### config.mk
export PLATFORM = sky130hd
export DESIGN_NAME = reset_cfg_sequencer
export DESIGN_NICKNAME = d
export VERILOG_FILES = /design/src/rtl/cfg_seq_pkg.sv /design/src/rtl/cfg_seq_ctrl.sv /design/src/rtl/cfg_seq_dp.sv /design/src/rtl/reset_cfg_sequencer.sv
export SDC_FILE = /design/constraint.sdc
export NUM_CORES = 1
export LEC_CHECK = 0
export BUFFER_PORTS_ARGS = -buffer_cell sky130_fd_sc_hd__buf_2
export CORE_ASPECT_RATIO = 2
export CORE_MARGIN = 2
export CORE_UTILIZATION = 40
export DETAILED_ROUTE_END_ITERATION = 6
export PLACE_DENSITY = 0.69
export SETUP_SLACK_MARGIN = 0.4
export SLEW_MARGIN = 20
export SYNTH_ARGS = -nofsm -noshare
export SYNTH_HDL_FRONTEND = slang
export SYNTH_SLANG_ARGS = --single-unit
### constraint.sdc
create_clock -name clk -period 2.2 [get_ports clk]
set_input_delay 0.22 -clock clk [delete_from_list [all_inputs] [get_ports clk]]
set_output_delay 0.22 -clock clk [all_outputs]
set_load 0.03 [all_outputs]
### src/rtl/cfg_seq_pkg.sv
package cfg_seq_pkg;

  typedef enum logic [1:0] {
    MD_UNSET,
    MD_MASTER,
    MD_SLAVE,
    MD_STANDALONE
  } modeT;

  typedef enum logic [1:0] {
    MS_FETCH,
    MS_WRITE,
    MS_IDLE
  } mstT;

  // Strobes from control to datapath
  typedef struct packed {
    logic loadSelf;    // own word from memory (master)
    logic loadSlave;   // own word from bus write (slave)
    logic captureFwd;  // word to forward to a slave (master)
    logic commit;      // window closes: publish word
  } strobeT;

  function automatic modeT decodeStraps(input logic [1:0] straps);
    case (straps)
      2'b00:   return MD_MASTER;
      2'b01:   return MD_SLAVE;
      default: return MD_STANDALONE;
    endcase
  endfunction

endpackage

### src/rtl/cfg_seq_ctrl.sv
module cfg_seq_ctrl
  import cfg_seq_pkg::*;
#(
  parameter int ID_W           = 4,
  parameter int ADDR_W         = 4,
  parameter int WINDOW         = 1024,
  parameter int NUM_SLAVES     = 3,
  parameter int FIRST_SLAVE_ID = 1
) (
  input  logic              clk,
  input  logic              porRstN,
  input  logic              cfgSel,
  input  logic              rstCfg,
  input  logic [ID_W-1:0]   chipId,
  input  logic              wrEn,
  input  logic [ID_W-1:0]   wrId,
  input  logic              memValid,
  output logic              memReq,
  output logic [ADDR_W-1:0] memAddr,
  output logic              busWrEn,
  output logic [ID_W-1:0]   busWrId,
  output logic              hardRstN,
  output logic              softRstN,
  output logic              cfgDone,
  output strobeT            strobe
);

  localparam int CNT_W = $clog2(WINDOW + 1);
  localparam logic [CNT_W-1:0] CNT_END  = CNT_W'(WINDOW);
  localparam logic [CNT_W-1:0] CNT_LAST = CNT_W'(WINDOW - 1);
  localparam logic [ADDR_W-1:0] IDX_LAST = ADDR_W'(NUM_SLAVES);

  logic [1:0]        strapSample;
  modeT              mode;
  mstT               mState;
  logic [CNT_W-1:0]  cnt;
  logic [ADDR_W-1:0] idx;
  logic              hardQ, softQ, doneQ;

  logic windowOpen, masterActive, fetchHit;

  assign windowOpen   = (mode != MD_UNSET) && (cnt != CNT_END);
  assign masterActive = windowOpen && (mode == MD_MASTER);
  assign fetchHit     = masterActive && (mState == MS_FETCH) && memValid;

  always_comb begin
    strobe            = '0;
    strobe.loadSelf   = fetchHit && (idx == '0);
    strobe.captureFwd = fetchHit && (idx != '0);
    strobe.loadSlave  = windowOpen && (mode == MD_SLAVE) && wrEn && (wrId == chipId);
    strobe.commit     = (mode != MD_UNSET) && (cnt == CNT_LAST);
  end

  assign memReq   = masterActive && (mState == MS_FETCH);
  assign memAddr  = idx;
  assign busWrEn  = masterActive && (mState == MS_WRITE);
  assign busWrId  = ID_W'(FIRST_SLAVE_ID + int'(idx) - 1);
  assign hardRstN = hardQ;
  assign softRstN = softQ;
  assign cfgDone  = doneQ;

  always_ff @(posedge clk) begin
    if (!porRstN) begin
      strapSample <= {cfgSel, rstCfg};
      mode        <= MD_UNSET;
      mState      <= MS_FETCH;
      cnt         <= '0;
      idx         <= '0;
      hardQ       <= 1'b0;
      softQ       <= 1'b0;
      doneQ       <= 1'b0;
    end else begin
      doneQ <= 1'b0;
      if (mode == MD_UNSET) mode <= decodeStraps(strapSample);

      if (cnt != CNT_END) begin
        cnt <= cnt + CNT_W'(1);
        if (cnt == CNT_LAST) begin
          hardQ <= 1'b1;
          softQ <= 1'b1;
          doneQ <= 1'b1;
        end
      end

      if (masterActive) begin
        case (mState)
          MS_FETCH: begin
            if (memValid) begin
              if (idx == '0) begin
                idx <= idx + ADDR_W'(1);
                if (NUM_SLAVES == 0) mState <= MS_IDLE;
              end else begin
                mState <= MS_WRITE;
              end
            end
          end
          MS_WRITE: begin
            idx    <= idx + ADDR_W'(1);
            mState <= (idx == IDX_LAST) ? MS_IDLE : MS_FETCH;
          end
          default: mState <= MS_IDLE;
        endcase
      end
    end
  end

endmodule

### src/rtl/cfg_seq_dp.sv
module cfg_seq_dp
  import cfg_seq_pkg::*;
#(
  parameter int WORD_W = 32
) (
  input  logic              clk,
  input  logic              porRstN,
  input  strobeT            strobe,
  input  logic [WORD_W-1:0] memData,
  input  logic [WORD_W-1:0] wrData,
  output logic [WORD_W-1:0] busWrData,
  output logic [WORD_W-1:0] cfgWord
);

  logic [WORD_W-1:0] pending, nextPending, fwdReg, wordReg;

  // A write landing in the closing cycle still counts
  always_comb begin
    nextPending = pending;
    if (strobe.loadSelf)       nextPending = memData;
    else if (strobe.loadSlave) nextPending = wrData;
  end

  always_ff @(posedge clk) begin
    if (!porRstN) begin
      pending <= '0;
      fwdReg  <= '0;
      wordReg <= '0;
    end else begin
      pending <= nextPending;
      if (strobe.captureFwd) fwdReg  <= memData;
      if (strobe.commit)     wordReg <= nextPending;
    end
  end

  assign busWrData = fwdReg;
  assign cfgWord   = wordReg;

endmodule

### src/rtl/reset_cfg_sequencer.sv
module reset_cfg_sequencer
  import cfg_seq_pkg::*;
#(
  parameter int WORD_W         = 32,
  parameter int ID_W           = 4,
  parameter int ADDR_W         = 4,
  parameter int WINDOW         = 1024,
  parameter int NUM_SLAVES     = 3,
  parameter int FIRST_SLAVE_ID = 1
) (
  input  logic              clk,
  input  logic              porRstN,
  input  logic              cfgSel,
  input  logic              rstCfg,
  input  logic [ID_W-1:0]   chipId,
  input  logic              wrEn,
  input  logic [ID_W-1:0]   wrId,
  input  logic [WORD_W-1:0] wrData,
  output logic              memReq,
  output logic [ADDR_W-1:0] memAddr,
  input  logic              memValid,
  input  logic [WORD_W-1:0] memData,
  output logic              busWrEn,
  output logic [ID_W-1:0]   busWrId,
  output logic [WORD_W-1:0] busWrData,
  output logic              hardRstN,
  output logic              softRstN,
  output logic              cfgDone,
  output logic [WORD_W-1:0] cfgWord
);

  strobeT strobe;

  cfg_seq_ctrl #(
    .ID_W(ID_W), .ADDR_W(ADDR_W), .WINDOW(WINDOW),
    .NUM_SLAVES(NUM_SLAVES), .FIRST_SLAVE_ID(FIRST_SLAVE_ID)
  ) ctrlI (
    .clk(clk), .porRstN(porRstN), .cfgSel(cfgSel), .rstCfg(rstCfg),
    .chipId(chipId), .wrEn(wrEn), .wrId(wrId), .memValid(memValid),
    .memReq(memReq), .memAddr(memAddr), .busWrEn(busWrEn), .busWrId(busWrId),
    .hardRstN(hardRstN), .softRstN(softRstN), .cfgDone(cfgDone), .strobe(strobe)
  );

  cfg_seq_dp #(.WORD_W(WORD_W)) dpI (
    .clk(clk), .porRstN(porRstN), .strobe(strobe), .memData(memData),
    .wrData(wrData), .busWrData(busWrData), .cfgWord(cfgWord)
  );

endmodule

**Word level (Yosys, flattened, before mapping)**

Cells that the tools add are included.

- Multiplexer cells: 11
- Eq/ne operators: 11
- $add $sub $neg: 4
- Reductions and logical operators: 22

Operator list:

| operator | number |
|---|---|
| two-way mux 32 bit | 2 |
| adder 11 x 1 -> 11 bit (second input constant) | 1 |
| equality test 11 x 10 -> 1 bit (second input constant) | 1 |
| logical AND 1 bit | 11 |
| inequality test 11 bit (second input constant) | 1 |
| two-way mux 4 bit | 2 |
| one-hot mux 2 bit (2 select lines) | 2 |
| one-hot mux 4 bit (2 select lines) | 1 |
| equality test 2 x 1 -> 1 bit (second input constant) | 3 |
| zero test 2 bit | 3 |
| two-way mux 2 bit | 3 |
| inequality test 2 bit (second input constant) | 3 |
| adder 1 x 4 -> 4 bit (first input constant) | 1 |
| adder 4 x 1 -> 4 bit (second input constant) | 1 |
| equality test 4 x 2 -> 1 bit (second input constant) | 1 |
| equality test 4 bit | 1 |
| zero test 4 bit | 1 |
| AND reduction 2 bit | 2 |
| AND reduction 4 bit | 1 |
| nonzero test 2 bit | 2 |
| nonzero test 4 bit | 1 |
| subtractor 4 x 2 -> 4 bit (second input constant) | 1 |
| AND reduction 3 bit | 1 |
| equality test 2 bit (second input constant) | 1 |
| two-way mux 1 bit | 1 |

- Word-level logic and storage cells: 58
- Register bits after elaboration: 119
- Input port bits: 78

**Longest topological paths before layout**

Gate-level depths: netlist of the first run.

- Depth after elaboration: 7
- Gate-level depth with buffers: 9
- Gate-level depth less buffers: 6

**Modules after synthesis**

Synthesis of the first run repeated with hierarchy kept, for this count alone.

- Cells, all modules: 524
- Area total of the unflattened synthesis: 5177.5 um^2

By module, submodules not included:

| module | cells an instance | area each (um^2) | times used |
|---|---|---|---|
| cfg_seq_dp | 393 | 4033.9 | 1 |
| cfg_seq_ctrl | 131 | 1143.6 | 1 |

**Worst setup path after synthesis of the first run**

Ideal clock, no wire load.

- Path type: register to register
- From: register ctrlI.cnt[0]
- To: register dpI.pending[18]
- Arrival: 1.897 ns
- Required time: 2.079 ns
- Path slack: 0.181 ns
- Period minus slack after synthesis: 2.019 ns
- Buffers on the path: 3
- Cell stages (with the launch flop): 10
- Path through: dfxtp_1 inv_1 ha_1 and4_1 buf_6 or4_4 buf_6 buf_6 o21ai_0 a21oi_1

- Longest elaborated chain between the ends: 7
- Elaborated cells on any way between the ends: 11
- Classes of those cells: eq/ne: 1; mux: 2; reduce/logical: 8

Ends and longest elaborated chain:

| what | line | source |
|---|---|---|
| start: declaration | cfg_seq_ctrl.sv:36 | `logic [CNT_W-1:0] cnt;` |
| start signal: assignment | cfg_seq_ctrl.sv:77 | `cnt <= cnt + CNT_W'(1);` |
| inequality test 11 bit * | cfg_seq_ctrl.sv:42 | `assign windowOpen = (mode != MD_UNSET) && (cnt != CNT_END);` |
| logical AND 1 bit * | cfg_seq_ctrl.sv:42 |  |
| logical AND 1 bit (on tied branches) | cfg_seq_ctrl.sv:50, cfg_seq_ctrl.sv:43 |  |
| logical AND 1 bit (on tied branches) (2 in series) | cfg_seq_ctrl.sv:50, cfg_seq_ctrl.sv:44 |  |
| two-way mux 32 bit or logical AND 1 bit (tied branches) | cfg_seq_dp.sv:21, cfg_seq_ctrl.sv:48 |  |
| two-way mux 32 bit * | cfg_seq_dp.sv:20 | `if (strobe.loadSelf) nextPending = memData;` |
| end signal: assignment | cfg_seq_dp.sv:30 | `pending <= nextPending;` |
| end: declaration | cfg_seq_dp.sv:15 | `logic [WORD_W-1:0] pending, nextPending, fwdReg, wordReg;` |

Mark *: on every way between the ends. The rest lies on a longest branch, timed or not.
A chain may end at the register's enable or synchronous reset.

**Worst setup path after layout of the first run**

- From: register ctrlI.cnt[8]
- To: register dpI.wordReg[2], in the netlist dpI.cfgWord[2]

- Longest elaborated chain between the ends: 7
- Elaborated cells on any way between the ends: 13
- Classes of those cells: eq/ne: 2; mux: 2; reduce/logical: 9

Ends and longest elaborated chain:

| what | line | source |
|---|---|---|
| inequality test 11 bit | cfg_seq_ctrl.sv:42 |  |
| logical AND 1 bit | cfg_seq_ctrl.sv:42 |  |
| logical AND 1 bit (on tied branches) | cfg_seq_ctrl.sv:50, cfg_seq_ctrl.sv:43 |  |
| logical AND 1 bit (on tied branches) (2 in series) | cfg_seq_ctrl.sv:50, cfg_seq_ctrl.sv:44 |  |
| two-way mux 32 bit or logical AND 1 bit (tied branches) | cfg_seq_dp.sv:21, cfg_seq_ctrl.sv:48 |  |
| two-way mux 32 bit | cfg_seq_dp.sv:20 |  |
| end signal: assignment | cfg_seq_dp.sv:32 | `if (strobe.commit) wordReg <= nextPending;` |
| end: declaration | cfg_seq_dp.sv:15 |  |

Several ways; a longest one is shown, not always the timed one.

==> results.json, run 1 <==
{
  "critical_path_class": "reg2reg",
  "syn-num-nets": 609,
  "grt_max_degree": 52,
  "synth_flop_cell": "dfxtp_1",
  "relSlewSlack_pct": 52.81,
  "yosysUniqueCellTypes": 38,
  "fin_skew_ps": 9.239,
  "setup_viol": 0,
  "io_pins": 155,
  "power.internal_mw": 4.434,
  "outcome": "finished, violations left",
  "hold_path.class": "in2reg",
  "path_clk_slew_ps": 60,
  "areaGrowthSynthToFinish_pct": 68.13,
  "synth.most_common_cell": "dfxtp_1",
  "fin_crit_sh_pct": 93.01,
  "hold_slack_ps": 85.46,
  "fin_ws_ps": 153.8,
  "seqCellArea_um2": 2416,
  "row_count": 56,
  "ys_ff_latch": 119,
  "ir_drop_v": 0.0005510,
  "fin_util_pct": 69.16,
  "seq_area_frac_synth_pct": 49.91,
  "arrival_ps": 2330,
  "critPathMaxFanout": 8,
  "io_buffers": 154,
  "via_per_inst": 5.914,
  "cts_tree": "built",
  "grt_overflow": 0,
  "violations": "design-rule violations",
  "multiInputGateArea_um2": 3062,
  "finalHoldViolCount": 0,
  "wl_per_cell_um": 21.70,
  "reg2reg_depth": 9,
  "cts_num_sinks": 119,
  "antenna_found_initial": 2,
  "dr_total_vias": 5269,
  "gp_congestion": 0.8912,
  "drt_wl_total_um": 19340,
  "synth.avg_cell_area_um2": 9.134,
  "synthTopCellsByArea": "dfxtp_1 49%, a21oi_1 7.2%, mux2i_1 6.9%",
  "first_pass_iters": 7,
  "maxCapViolCount": 0,
  "clock.fmax_ghz": 0.4887,
  "cts_htree_levels": 4,
  "clk_latency_ps": 410,
  "grt_pass1_vias": 4925,
  "synth_edf_count": 2,
  "synthesis.area_um2": 4813,
  "yosysTopAreaCellShare_pct": 48.66,
  "sequentialPowerShare_pct": 38.6,
  "sw_frac_of_total_pct": 24.64,
  "fin_nets": 812,
  "drc_errors": 5,
  "fp.dieW_um": 81.57,
  "leakagePower_nw": 3.317,
  "dieArea_um2": 12980,
  "die_y_um": 159.1,
  "place_hpwl_um": 9969,
  "drt-initial-drc-count": 371,
  "cts_max_path_buffers": 2,
  "dpl_worst_slack_ps": -34.67,
  "core_um2": 11700,
  "start_kind": "flop",
  "grt_pass1_wl_um": 25380,
  "drive_gt1_share_pct": 56.39,
  "cts_buffers": 17,
  "end_kind": "flop",
  "track_usage_pct": 25.72,
  "power_density_nw_per_um2": 727.0,
  "hold_path_depth": 3,
  "yosysTopAreaCell": "dfxtp_1",
  "worst_pin_slew_ps": 707.9,
  "yosys_warnings": 0,
  "final-max-slew-violation-count": 0,
  "async_flop_share_pct": 0,
  "rsz0062_at_grt": "true",
  "fillerInstances": 775,
  "min_period_ps": 2046,
  "clock-root-buffer": "clkbuf_16",
  "cp_data_required_time_ps": 2490,
  "syn_inst": 527,
  "start_util_pct": 41.14,
  "p_sw_mw": 1.450,
  "combPwrFrac_pct": 12.5,
  "p_clk_share_pct": 48.8,
  "ant_nets": 0,
  "ys_top_cells_by_count": "117 x dfxtp_1, 75 x nand2_1, 69 x a21oi_1"
}
power groups by stage:
| stage | clock network [mW] | registers (mW) | logic [mW] |
|---|---|---|---|
| floorplan | 0 | 2.31 | 0.229 |
| global placement | 0 | 2.30 | 0.403 |
| detailed placement | 0 | 2.30 | 0.416 |
| CTS | 2.88 | 2.26 | 0.541 |
| global route | 3.00 | 2.28 | 0.779 |
| finish | 2.87 | 2.27 | 0.738 |
stage by stage:
step                cells  area (um2)  total power [mW]  TNS [ps]
global route          890        8090             6.056         0
floorplan             527        4841             2.543         0
finish                891        8093             5.884         0
detailed placement    806        5793             2.719    -190.8
global placement      806        5793             2.702         0
CTS                   866        6954             5.682         0
final cells by class:
class / count / area share [%]
well taps: 145 / 2.242
clock inverters: 13 / 1.871
repair buffers: 224 / 21.95
diodes: 3 / 0.09276
multi-input cells: 359 / 37.83
clock buffers: 19 / 5.736
inverters: 9 / 0.4174
flip-flops and latches: 119 / 29.85
layout by cell type, fill, tap and decap left out, drive strengths merged:
| cell | instances |
|---|---|
| a21oi | 71 |
| a31oi | 1 |
| a32oi | 32 |
| a41oi | 2 |
| and2 | 3 |
| and3 | 3 |
| and3b | 1 |
| and4 | 2 |
| buf | 218 |
| bufinv | 3 |
| clkbuf | 23 |
| clkinv | 11 |
| dfxtp | 117 |
| diode | 3 |
| dlygate4sd3 | 2 |
| edfxtp | 2 |
| ha | 4 |
| inv | 8 |
| mux2i | 33 |
| nand2 | 79 |
| nand2b | 1 |
| nand3 | 5 |
| nand4 | 6 |
| nor2 | 20 |
| nor3 | 5 |
| nor4 | 3 |
| nor4b | 1 |
| o21a | 1 |
| o21ai | 67 |
| o31a | 1 |
| or2 | 1 |
| or3 | 1 |
| or4 | 2 |
| xnor2 | 6 |
| xor2 | 8 |
cells by family (layout without fill, tap and decap cells):
kind of cell	Yosys count	after routing	share of synthesized area, %
adders and majority gates	4	4	1.040
xor gates and xnor gates	14	14	2.547
other	0	3	0
DFF	119	119	49.91
buffers and inverters	54	265	6.238
muxes	33	33	6.863
and+or+nand+nor	130	133	12.61
AOI/OAI and AO/OA	173	175	20.80
sequential cells by signal (all words and copies together), names as in the netlist:
signal	flops
ctrlI.cnt	11
ctrlI.softRstN	1
dpI.busWrData	32
ctrlI.cfgDone	1
dpI.cfgWord	32
ctrlI.mState	2
ctrlI.strapSample	2
ctrlI.memAddr	4
dpI.pending	32
ctrlI.mode	2
metal layers:
metal / wire [um] / part of all wire, % / GRT usage, % / up-vias
met4: 1203 / 6.2 / 16.26 / 0
li1: - / - / - / 2314
met5: 0 / 0 / 0 / -
met1: 6545 / 34 / 27.81 / 2577
met3: 1309 / 6.8 / 5.385 / 89
met2: 10280 / 53 / 43.82 / 289
worst max-delay path, cell delays in order, from the launching register on:
cell and delay (ps):
dfxtp_4 370, nor4_4 40, buf_4 150, and4_4 170
buf_6 110, or4_4 520, buf_12 200, buf_12 130
nand2_8 120, o21ai_1 100
final timing paths:
check / to / start / slack (ps)
worst max-delay path: dpI.cfgWord[2] / ctrlI.cnt[8] / 150
worst min-delay path: dpI.busWrData[26] / memData[26] / 90
worst max register to register: dpI.cfgWord[2] / ctrlI.cnt[8] / 150
worst min register to register: dpI.busWrData[4] / dpI.busWrData[4] / 450
repair_timing:
item / in CTS / in global routing
pin swaps: 6 / 38
gates cloned: 9 / 9
endpoints found under the hold margin: 2 / 0
hold buffers: 2 / 0
buffers inserted: 17 / 13
gates resized for setup: 54 / 225
setup endpoints to repair: 100 / 101
No activity file was read; power rests on OpenSTA's default activity.
==> run 2, diff against run 1 <==
--- a/config.mk
+++ b/config.mk
@@ -8,9 +8,9 @@
 export BUFFER_PORTS_ARGS = -buffer_cell sky130_fd_sc_hd__buf_2
 export CORE_ASPECT_RATIO = 2
 export CORE_MARGIN = 2
-export CORE_UTILIZATION = 40
+export CORE_UTILIZATION = 51
 export DETAILED_ROUTE_END_ITERATION = 6
-export PLACE_DENSITY = 0.69
+export PLACE_DENSITY = 0.84
 export SETUP_SLACK_MARGIN = 0.4
 export SLEW_MARGIN = 20
 export SYNTH_ARGS = -nofsm -noshare
==> results.json, run 2 (synthesis results as in run 1) <==
{
  "outcome": "finished, violations left",
  "violations": "negative setup slack",
  "die_y_um": 141.4,
  "cts_num_sinks": 119,
  "hold_path.class": "in2reg",
  "core_um2": 9259,
  "track_usage_pct": 33.82,
  "worst_pin_slew_ps": 758.2,
  "grt_overflow": 0,
  "min_from": "memData[18]",
  "path_cells": "buf_4 > buf_4 > buf_6 > ha_4 > nand4_1 > nor4_4 > and3_4 > buf_12 > nand2_8 > o21ai_4",
  "arrival_ps": 2740,
  "row_count": 50,
  "cts_buffers": 17,
  "setup_viol": 32,
  "antenna_found_initial": 1,
  "start_util_pct": 51.99,
  "cp-startpoint": "ctrlI.cnt[0]",
  "clk_latency_ps": 420,
  "finalHoldViolCount": 0,
  "drt-initial-drc-count": 565,
  "maxCapViolCount": 0,
  "path_clk_slew_ps": 60,
  "ir_drop_v": 0.0005755,
  "fin_skew_ps": 10.75,
  "cts_tree": "built",
  "ant_nets": 0,
  "start_kind": "flop",
  "io_buffers": 154,
  "gp_congestion": 0.8745,
  "clock.fmax_ghz": 0.4153,
  "fin_nets": 818,
  "final-max-slew-violation-count": 0,
  "power_density_nw_per_um2": 710.4,
  "leakagePower_nw": 3.462,
  "antennaDiodeCount": 0,
  "dpl.cell_count": 762,
  "end_kind": "flop",
  "critical_path_class": "reg2reg",
  "final_cells": 851,
  "dr_total_vias": 5670,
  "via_per_inst": 6.663,
  "critPathMaxFanout": 8,
  "final_common_cell": "buf_2",
  "cp_data_required_time_ps": 2530,
  "r2r-start": "ctrlI.cnt[0]",
  "grt_pass1_vias": 5220,
  "relSlewSlack_pct": 49.45,
  "cts_max_path_buffers": 2,
  "grt_pass1_wl_um": 26320,
  "drive_gt1_share_pct": 55.82,
  "path_common_cell": "buf_4",
  "rsz0062_at_grt": "true",
  "drc_errors": 0,
  "fp.dieW_um": 72.70,
  "rrSetupSlack_ps": -210,
  "first_pass_iters": 7,
  "dieArea_um2": 10280,
  "drt_wl_total_um": 22800,
  "place_hpwl_um": 9685,
  "fin_ws_ps": -207.9,
  "hold_slack_ps": 69.90,
  "cts_htree_levels": 4,
  "grt_max_degree": 52,
  "cpPeakStageDelay_ps": 380,
  "mostFrequentLayoutCells": "152 x buf_2, 108 x dfxtp_1, 51 x nand2_1",
  "wl_per_cell_um": 26.80,
  "areaGrowthSynthToFinish_pct": 63.19,
  "fin_crit_sh_pct": 109.5,
  "io_pins": 155,
  "clock-root-buffer": "clkbuf_16",
  "crit_path_top_delay_cell": "nor4_4",
  "min_period_ps": 2408
}
run 2: final timing paths:
kind	endpoint	depth (start not counted)
worst max-delay path	dpI.cfgWord[0]	10
worst min-delay path	dpI.busWrData[18]	3
worst max register to register	dpI.cfgWord[0]	10
worst min register to register	dpI.busWrData[23]	2
run 2: power by group:
group / total (mW) / internal [mW] / switching (mW)
combinational: 0.738 / 0.310 / 0.428
clock: 2.57 / 1.60 / 0.972
sequential: 2.27 / 2.23 / 0.0382
total: 5.58 / 4.14 / 1.44
run 2: area by class of cell:
class | instances | area (um2)
multi-input combinational | 359 | 2989
clock inverter | 3 | 15.01
inverter | 9 | 33.78
clock buffer | 27 | 523.0
timing repair buffer | 230 | 1750
tap | 104 | 130.1
sequential | 119 | 2414
fill | 450 | 1404
run 2: what timing repair did:
action	CTS	global route
endpoints found under the hold margin	2	0
pin swaps	13	61
endpoints found under the setup margin	100	102
cloned	8	7
buffers inserted	25	17
hold buffers	2	0
gates resized for setup	100	171
run 2: stage by stage:
stage / setup WS (ps) / util (%) / setup TNS [ps] / area, um2 / power, mW
CTS: 183.6 / 74.96 / 0 / 6940 / 5.354
global route: -195.0 / 84.84 / -2084 / 7855 / 5.678
finish: -207.9 / 84.84 / -3396 / 7855 / 5.580
floorplan: 395.2 / - / 0 / 4841 / 2.543
global placement: 70.55 / 61.50 / 0 / 5694 / 2.695
detailed placement: 2.655 / 61.50 / 0 / 5694 / 2.715
run 2: routing by layer:
metal	track usage (%)	vias to the layer above	routed length (um)
met5	0	-	0
met4	20.76	0	2358
met3	9.375	191	1978
met2	59.95	465	11290
met1	33.62	2710	7174
li1	-	2304	-
run 2: worst max-delay path: cells and delay by family (launching register included):
family	cells	cell delay, ps
adder cells (fa/ha/maj)	1	140
flip-flops	1	340
buffers and inverters	4	490
AND/OR/NAND/NOR	4	1110
AO/OA/AOI/OAI	1	220
